<file path="src/rtl/cfg_pio_pkg.sv">
package cfg_pio_pkg;

    // register offsets inside the block window (software depends on these)
    localparam logic [5:0] OFF_CTRL = 6'h00;
    localparam logic [5:0] OFF_STAT = 6'h04;
    localparam logic [5:0] OFF_ALO  = 6'h08;
    localparam logic [5:0] OFF_AHI  = 6'h0C;
    localparam logic [5:0] OFF_WDAT = 6'h10;
    localparam logic [5:0] OFF_STRB = 6'h14;
    localparam logic [5:0] OFF_RDAT = 6'h18;
    localparam logic [5:0] OFF_GO   = 6'h1C;
    localparam logic [5:0] OFF_ISR  = 6'h20;
    localparam logic [5:0] OFF_IMSK = 6'h24;
    localparam logic [5:0] OFF_TMO  = 6'h28;

    // completion codes
    localparam logic [2:0] CPL_OK  = 3'd0;
    localparam logic [2:0] CPL_UR  = 3'd1;
    localparam logic [2:0] CPL_CRS = 3'd2;
    localparam logic [2:0] CPL_CA  = 3'd4;
    localparam logic [2:0] CPL_TMO = 3'd7;

    localparam logic [31:0] DATA_ALL1  = 32'hFFFF_FFFF;
    localparam logic [31:0] DATA_RETRY = 32'hFFFF_0001;

    typedef enum logic [1:0] {
        ST_IDLE = 2'd0,
        ST_REQ  = 2'd1,
        ST_WAIT = 2'd2,
        ST_FIN  = 2'd3
    } eng_state_e;

    typedef struct packed {
        eng_state_e  state;
        logic [3:0]  rtype;
        logic [31:0] alo;
        logic [31:0] ahi;
        logic [31:0] wdat;
        logic [3:0]  strb;
        logic [31:0] rdat;
        logic [2:0]  code;
        logic        err;
        logic        np;
        logic        pass;
        logic        ovl;
        logic        tmo;
        logic        unk;
        logic        done;
        logic        imsk;
        logic [31:0] tlim;
        logic [2:0]  stg_code;
        logic        stg_err;
        logic [31:0] stg_data;
        logic        stg_tmo;
    } eng_regs_t;

endpackage

</file>
<file path="src/rtl/cfg_pio_outcome.sv">
// Maps a captured completion onto pass/unknown/result data, per direction.
module cfg_pio_outcome
    import cfg_pio_pkg::*;
(
    input  logic        is_wr,
    input  logic [2:0]  code_i,
    input  logic        err_i,
    input  logic        tmo_i,
    input  logic [31:0] data_i,
    output logic        pass_o,
    output logic        unk_o,
    output logic [2:0]  code_o,
    output logic [31:0] data_o
);
    always_comb begin
        pass_o = 1'b0;
        unk_o  = 1'b0;
        code_o = code_i;
        data_o = DATA_ALL1;
        if (tmo_i) begin
            unk_o  = 1'b1;
            code_o = CPL_TMO;
        end else begin
            case (code_i)
                CPL_OK: begin
                    pass_o = !err_i;
                    if (!err_i) data_o = data_i;
                end
                CPL_UR:  pass_o = !is_wr;
                CPL_CRS: begin
                    pass_o = !is_wr;
                    data_o = DATA_RETRY;
                end
                CPL_CA:  pass_o = 1'b0;
                default: unk_o  = 1'b1;
            endcase
        end
    end
endmodule

</file>
<file path="src/rtl/cfg_pio_timer.sv">
// Counts cycles of an outstanding request; flags when the limit is reached.
module cfg_pio_timer #(
    parameter int TMO_W = 16
) (
    input  logic             clk,
    input  logic             rst_n,
    input  logic             clear,
    input  logic             run,
    input  logic [TMO_W-1:0] limit,
    output logic             expire
);
    logic [TMO_W-1:0] count_d, count_q;

    always_comb begin
        count_d = count_q;
        if (clear)
            count_d = '0;
        else if (run && (count_q != {TMO_W{1'b1}}))
            count_d = count_q + 1'b1;
    end

    always_ff @(posedge clk) begin
        if (!rst_n) count_q <= '0;
        else        count_q <= count_d;
    end

    assign expire = run && (limit != '0) && (count_q >= limit);
endmodule

</file>
<file path="src/rtl/cfg_pio_engine.sv">
module cfg_pio_engine
    import cfg_pio_pkg::*;
#(
    parameter int              ADDR_W = 16,
    parameter logic [ADDR_W-1:0] BASE = 16'h4000,
    parameter int              TMO_W  = 16
) (
    input  logic              clk,
    input  logic              rst_n,
    input  logic              host_sel,
    input  logic              host_we,
    input  logic [ADDR_W-1:0] host_addr,
    input  logic [31:0]       host_wdata,
    output logic [31:0]       host_rdata,
    output logic              irq,
    output logic              req_valid,
    input  logic              req_ready,
    output logic [3:0]        req_type,
    output logic [63:0]       req_addr,
    output logic [31:0]       req_wdata,
    output logic [3:0]        req_strb,
    input  logic              cpl_valid,
    input  logic [2:0]        cpl_code,
    input  logic              cpl_err,
    input  logic [31:0]       cpl_data
);
    localparam int OFF_W = 6;
    localparam logic [31:0] TMO_MASK =
        (TMO_W >= 32) ? 32'hFFFF_FFFF : ((32'd1 << TMO_W) - 32'd1);

    eng_regs_t d, q;

    logic        bus_hit;
    logic [5:0]  off;
    logic        idle;
    logic        launch;
    logic        tmo_hit;
    logic        oc_pass, oc_unk;
    logic [2:0]  oc_code;
    logic [31:0] oc_data;
    logic [31:0] rd_mux;

    // observation points for the bound checker
    eng_state_e  state_q;
    logic        done_q;
    logic        ovl_q;

    assign bus_hit = host_sel && (host_addr[ADDR_W-1:OFF_W] == BASE[ADDR_W-1:OFF_W]);
    assign off     = host_addr[OFF_W-1:0];
    assign idle    = (q.state == ST_IDLE);
    assign launch  = bus_hit && host_we && (off == OFF_GO) && host_wdata[0] && idle;

    cfg_pio_timer #(.TMO_W(TMO_W)) timer_i (
        .clk    (clk),
        .rst_n  (rst_n),
        .clear  (launch),
        .run    ((q.state == ST_REQ) || (q.state == ST_WAIT)),
        .limit  (q.tlim[TMO_W-1:0]),
        .expire (tmo_hit)
    );

    cfg_pio_outcome outcome_i (
        .is_wr  (q.rtype[1]),
        .code_i (q.stg_code),
        .err_i  (q.stg_err),
        .tmo_i  (q.stg_tmo),
        .data_i (q.stg_data),
        .pass_o (oc_pass),
        .unk_o  (oc_unk),
        .code_o (oc_code),
        .data_o (oc_data)
    );

    always_comb begin
        d = q;
        // host register writes
        if (bus_hit && host_we) begin
            case (off)
                OFF_CTRL: if (idle) d.rtype = host_wdata[3:0];
                OFF_ALO:  if (idle) d.alo   = host_wdata;
                OFF_AHI:  if (idle) d.ahi   = host_wdata;
                OFF_WDAT: if (idle) d.wdat  = host_wdata;
                OFF_STRB: if (idle) d.strb  = host_wdata[3:0];
                OFF_STAT: if (host_wdata[12]) d.ovl = 1'b0;
                OFF_GO: begin
                    if (host_wdata[0]) begin
                        if (idle) d.state = ST_REQ;
                        else      d.ovl   = 1'b1;
                    end
                end
                OFF_ISR:  if (host_wdata[0]) d.done = 1'b0;
                OFF_IMSK: d.imsk = host_wdata[0];
                OFF_TMO:  d.tlim = host_wdata & TMO_MASK;
                default: ;
            endcase
        end
        // request sequencing; the finish step wins over a done-clear
        case (q.state)
            ST_REQ: begin
                if (tmo_hit) begin
                    d.stg_tmo = 1'b1;
                    d.state   = ST_FIN;
                end else if (req_ready) begin
                    d.state   = ST_WAIT;
                end
            end
            ST_WAIT: begin
                if (cpl_valid) begin
                    d.stg_code = cpl_code;
                    d.stg_err  = cpl_err;
                    d.stg_data = cpl_data;
                    d.stg_tmo  = 1'b0;
                    d.state    = ST_FIN;
                end else if (tmo_hit) begin
                    d.stg_tmo  = 1'b1;
                    d.state    = ST_FIN;
                end
            end
            ST_FIN: begin
                d.code  = oc_code;
                d.err   = q.stg_tmo ? 1'b0 : q.stg_err;
                d.pass  = oc_pass;
                d.unk   = oc_unk;
                d.tmo   = q.stg_tmo;
                d.np    = q.rtype[3];
                if (!q.rtype[1]) d.rdat = oc_data;
                d.done  = 1'b1;
                d.state = ST_IDLE;
            end
            default: ;
        endcase
    end

    always_ff @(posedge clk) begin
        if (!rst_n) q <= '0;
        else        q <= d;
    end

    // register read mux
    always_comb begin
        case (off)
            OFF_CTRL: rd_mux = {28'h0, q.rtype};
            OFF_STAT: rd_mux = {17'h0, q.unk, q.tmo, q.ovl, q.err, q.np,
                                q.code, 6'h0, q.pass};
            OFF_ALO:  rd_mux = q.alo;
            OFF_AHI:  rd_mux = q.ahi;
            OFF_WDAT: rd_mux = q.wdat;
            OFF_STRB: rd_mux = {28'h0, q.strb};
            OFF_RDAT: rd_mux = q.rdat;
            OFF_GO:   rd_mux = {31'h0, !idle};
            OFF_ISR:  rd_mux = {31'h0, q.done};
            OFF_IMSK: rd_mux = {31'h0, q.imsk};
            OFF_TMO:  rd_mux = q.tlim;
            default:  rd_mux = 32'h0;
        endcase
    end

    assign host_rdata = bus_hit ? rd_mux : 32'h0;
    assign irq        = q.done && !q.imsk;
    assign req_valid  = (q.state == ST_REQ);
    assign req_type   = q.rtype;
    assign req_addr   = {q.ahi, q.alo[31:2], 2'b00};
    assign req_wdata  = q.wdat;
    assign req_strb   = q.strb;

    assign state_q = q.state;
    assign done_q  = q.done;
    assign ovl_q   = q.ovl;
endmodule

</file>
<file path="config.mk">
export PLATFORM = sky130hd
export DESIGN_NAME = cfg_pio_engine
export DESIGN_NICKNAME = d
export VERILOG_FILES = /design/src/rtl/cfg_pio_pkg.sv /design/src/rtl/cfg_pio_outcome.sv /design/src/rtl/cfg_pio_timer.sv /design/src/rtl/cfg_pio_engine.sv
export SDC_FILE = /design/constraint.sdc
export NUM_CORES = 1
export LEC_CHECK = 0
export ABC_AREA = 1
export BUFFER_PORTS_ARGS = -buffer_cell sky130_fd_sc_hd__buf_2
export CELL_PAD_IN_SITES_DETAIL_PLACEMENT = 1
export CELL_PAD_IN_SITES_GLOBAL_PLACEMENT = 1
export CORE_UTILIZATION = 30
export DETAILED_ROUTE_END_ITERATION = 10
export HOLD_SLACK_MARGIN = 0.15
export PLACE_DENSITY = 0.63
export SYNTH_ARGS = -nofsm -noshare
export SYNTH_HDL_FRONTEND = slang
export SYNTH_SLANG_ARGS = --single-unit
</file>
<file path="constraint.sdc">
create_clock -name clk -period 4.2 [get_ports clk]
set_input_delay 0.21 -clock clk [delete_from_list [all_inputs] [get_ports clk]]
set_output_delay 0.21 -clock clk [all_outputs]
set_load 0.01 [all_outputs]
</file>
==> impl_metrics.csv <==
group,metric,value,unit
outcome,outcome,"finished, final reports clean",
global_routing,grt_max_degree,141,
sta,final-hold-violation-count,0,
setup_path,critical_path.reg2reg.endpoint,"q[88]",
setup_path,worst-endpoint-required,4570,ps
clock_network,post_cts_buffers,0,
die,die-height,192,µm
global_routing,global_route.overflow_total,0,
finish,design_area,13200,µm²
sta,fin_skew,26.9,ps
finish,insertedDiodeCount,0,
sta,slew_violations,0,
sta,slew_limit_headroom,0.219,
finish,multi_input_area,4550,µm²
placed_design,numPlacedInstances,1929,
synthesis,synth-edff-count,0,
synthesis,yosys_most_used_dff,"dfxtp_1",
setup_path,reg2reg_start,"state_q[0]",
power_and_ir_drop,ir_drop,0.000228,V
placed_design,hpwlAfterDp,29300,µm
setup_path,critical_path.startpoint,"state_q[0]",
sta,max_slew.worst_pin.slew,1170,ps
synthesis,yosys.area.top_type,"dfxtp_1",
finish,drive_gt1_frac,0.210,
clock_network,htreeDepth,1,
setup_path,worst_path_most_repeated_cell,"inv_2",
clock_network,cts.sinks,218,
die,num_io_pins,228,
setup_path,worst_r2r_path_depth,6,
synthesis,post-synth-top-area-fraction,0.405,
finish,stdcell_count,2058,
placed_design,finalWeightedCongestion,0.855,
sta,fmax,0.324,GHz
drt,post_drt_via_cell_ratio,5.01,
synthesis,yosysSeqAreaShare,0.405,
setup_path,path_cells,"ha_1 -> inv_2 -> nor2_2 -> inv_2 -> nor3_4 -> a221oi_1",
finish,fillers,4329,
sta,finalCriticalPeriod,3080,ps
clock_network,cts_resized,0,
clock_network,tritoncts_clock_tree,"built",
global_routing,groute.usage.overall,0.214,
flow_run,drv.max_cap_violation_count,0,
sta,tns,0,ps
synthesis,synth.lib_cells_used.distinct,48,
setup_path,ff2ff_setup_slack,1120,ps
clock_network,clk_pin_slew_worst_paths,60,ps
drt,post_drt_wl_per_cell,19.5,µm
power_and_ir_drop,total_leakage_power,5.27,nW
setup_path,slowest_stage,"nor3_4",
setup_path,slowest_delay,990,ps
setup_path,critPathKind,"reg -> reg",
finish,final_core_utilization,0.371,
global_routing,number_of_global_route_vias_before_repair,10100,
clock_network,cts_max_path_buffers,3,
synthesis,synthArstFlopShare,0,
placed_design,place.port_buffers,225,
setup_path,startpoint_class,"flop",
setup_path,timing.critical_path.depth,6,
sta,crit_share_post_route,0.734,
hold_path,hold_path.startpoint,"host_addr[4]",
global_routing,grt_pass1_wl,59600,µm
synthesis,synth.ff_latch_count,218,
power_and_ir_drop,power_per_cell_area,376,nW/µm²
finish,final_net_count,1688,
die,core,35500,µm²
placed_design,post_dp_cell_area,11400,µm²
drt,route.detailed.drc,0,
setup_path,cp_data_arrival_time,3450,ps
synthesis,post_synth.cell_area_avg,7.60,µm²
synthesis,syn-cell-area,10800,µm²
power_and_ir_drop,power,4.96,mW
setup_path,worst_setup_path_endpoint,"q[88]",
drt,total_length_of_routed_wires,40100,µm
drt,vias,10300,
sta,final_setup_margin,1120,ps
hold_path,worstHoldPathType,"in -> reg",
setup_path,cp_num_buf_inv,2,
clock_network,clk_latency,550,ps
sta,grt_setup_unrepaired,"false",
setup_path,worst_path_maximum_fanout,32,
clock_network,cts_root_buf,"clkbuf_16",
placed_design,place_ws,1070,ps
die,die_x,192,µm
synthesis,post_synth_inst_count,1418,
clock_network,clock_buffers_created_by_tritoncts,26,
finish,final-seq-area,4360,µm²
setup_path,cp-end-kind,"flop",
synthesis,ys.warnings.count,0,
die,rows,69,
drt,drt_first_iter_violations,533,
global_routing,grt_antenna_before_repair,2,
sta,whs,183,ps
die,die_area,36700,µm²
die,start_util,0.304,
setup_path,timing.critical_path.max_delay_family,"simple AND/OR/NAND/NOR gates",
drt,ant_nets,0,
drt,drt_first_pass_iters,5,
synthesis,largest_cells_by_area_after_synthesis,"dfxtp_1 (41%), a21oi_1 (9.0%), o21ai_0 (8.4%)",
finish,layout-area-overhead-vs-synth,22.3,%
sta,final_number_of_setup_violating_endpoints,0,
worst register-to-register path, stage by stage (launching register included):
cell      delay (ps)
dfxtp_1          420
ha_1             230
inv_2            120
nor2_2           730
inv_2            230
nor3_4           990
a221oi_1         200
sequential cells by signal, indices dropped and copies added, names as in the netlist:
register,cells
q,96
req_addr,62
req_wdata,32
timer_i.count_q,16
req_strb,4
req_type,4
state_q,2
done_q,1
ovl_q,1
power by group:
part / switching, mW / internal (mW) / total, mW
combinational: 0.127 / 0.104 / 0.231
clock: 0.961 / 1.70 / 2.66
sequential: 0.0000384 / 2.07 / 2.07
area by class of cell:
type	count	area share
repair buffers	311	0.151
inverters	181	0.0521
multi-input cells	839	0.345
clock inverters	18	0.0232
flip-flops and latches	218	0.331
clock buffers	30	0.0535
well taps	461	0.0438
layer usage:
| metal | GRT usage | wire length (µm) | up-vias |
|---|---|---|---|
| met3 | 0.0367 | 2440 | 54 |
| met4 | 0.0638 | 1050 | 0 |
| met2 | 0.367 | 19200 | 306 |
| met1 | 0.272 | 17400 | 4959 |
| li1 | - | - | 4982 |
| met5 | 0 | 0 | - |
Yosys cell counts, types with 3 or more instances:
library cell / instances
inv_1: 169
dfxtp_1: 218
xor2_1: 3
nand2_2: 7
nor3_4: 3
nor4_1: 3
a21oi_1: 194
ha_1: 21
a211oi_1: 13
buf_1: 4
a22oi_1: 7
a21oi_2: 5
nor2_1: 120
nor2_4: 5
nand4_1: 9
a221oi_1: 30
o22ai_1: 35
buf_4: 107
nand2_1: 111
buf_2: 20
inv_2: 9
o21ai_1: 13
o21ai_0: 181
clkbuf_1: 40
nor3_1: 30
nand3_1: 12
nor2_2: 10
xnor2_1: 3
buf_6: 10
how the worst min path moves through the flow:
stage / end / depth (start not counted)
6_report: req_type[0] / 4
5_1_grt: req_type[1] / 4
4_1_cts: req_type[0] / 4
3_5_place_dp: q[14] / 2
3_3_place_gp: ovl_q / 2
2_1_floorplan: q[38] / 2
what timing repair did:
action                                  in CTS  in global routing
hold buffers                                81                  0
endpoints found under the hold margin      159                  0
endpoints found under the setup margin       0                  0
layout by cell type (no fill, tap or decap), types with 4 or more instances in the layout:
| cell type | count |
|---|---|
| nor3_1 | 30 |
| a221oi_1 | 30 |
| a21oi_2 | 5 |
| nor2_2 | 11 |
| buf_2 | 224 |
| a21oi_1 | 194 |
| clkinv_2 | 8 |
| nand2_1 | 109 |
| dfxtp_1 | 218 |
| nand3_1 | 12 |
| inv_1 | 169 |
| a22oi_1 | 7 |
| o21ai_1 | 13 |
| a211oi_1 | 13 |
| nor2_1 | 119 |
| clkbuf_8 | 4 |
| buf_4 | 5 |
| ha_1 | 21 |
| o22ai_1 | 35 |
| bufinv_16 | 8 |
| nand2_2 | 9 |
| clkbuf_16 | 26 |
| nand4_1 | 9 |
| o21ai_0 | 181 |
| inv_2 | 9 |
| nor2_4 | 5 |
| dlygate4sd3_1 | 81 |
cells by family after synthesis:
family,Yosys count,share of synthesized area
flip-flops,218,0.405
other,1,0.000348
AO/OA/AOI/OAI,488,0.252
adder cells (fa/ha/maj),21,0.0244
AND/OR/NAND/NOR,322,0.140
buffers and inverters,362,0.173
XOR/XNOR,6,0.00488
No activity file was read; power rests on OpenSTA's default activity.
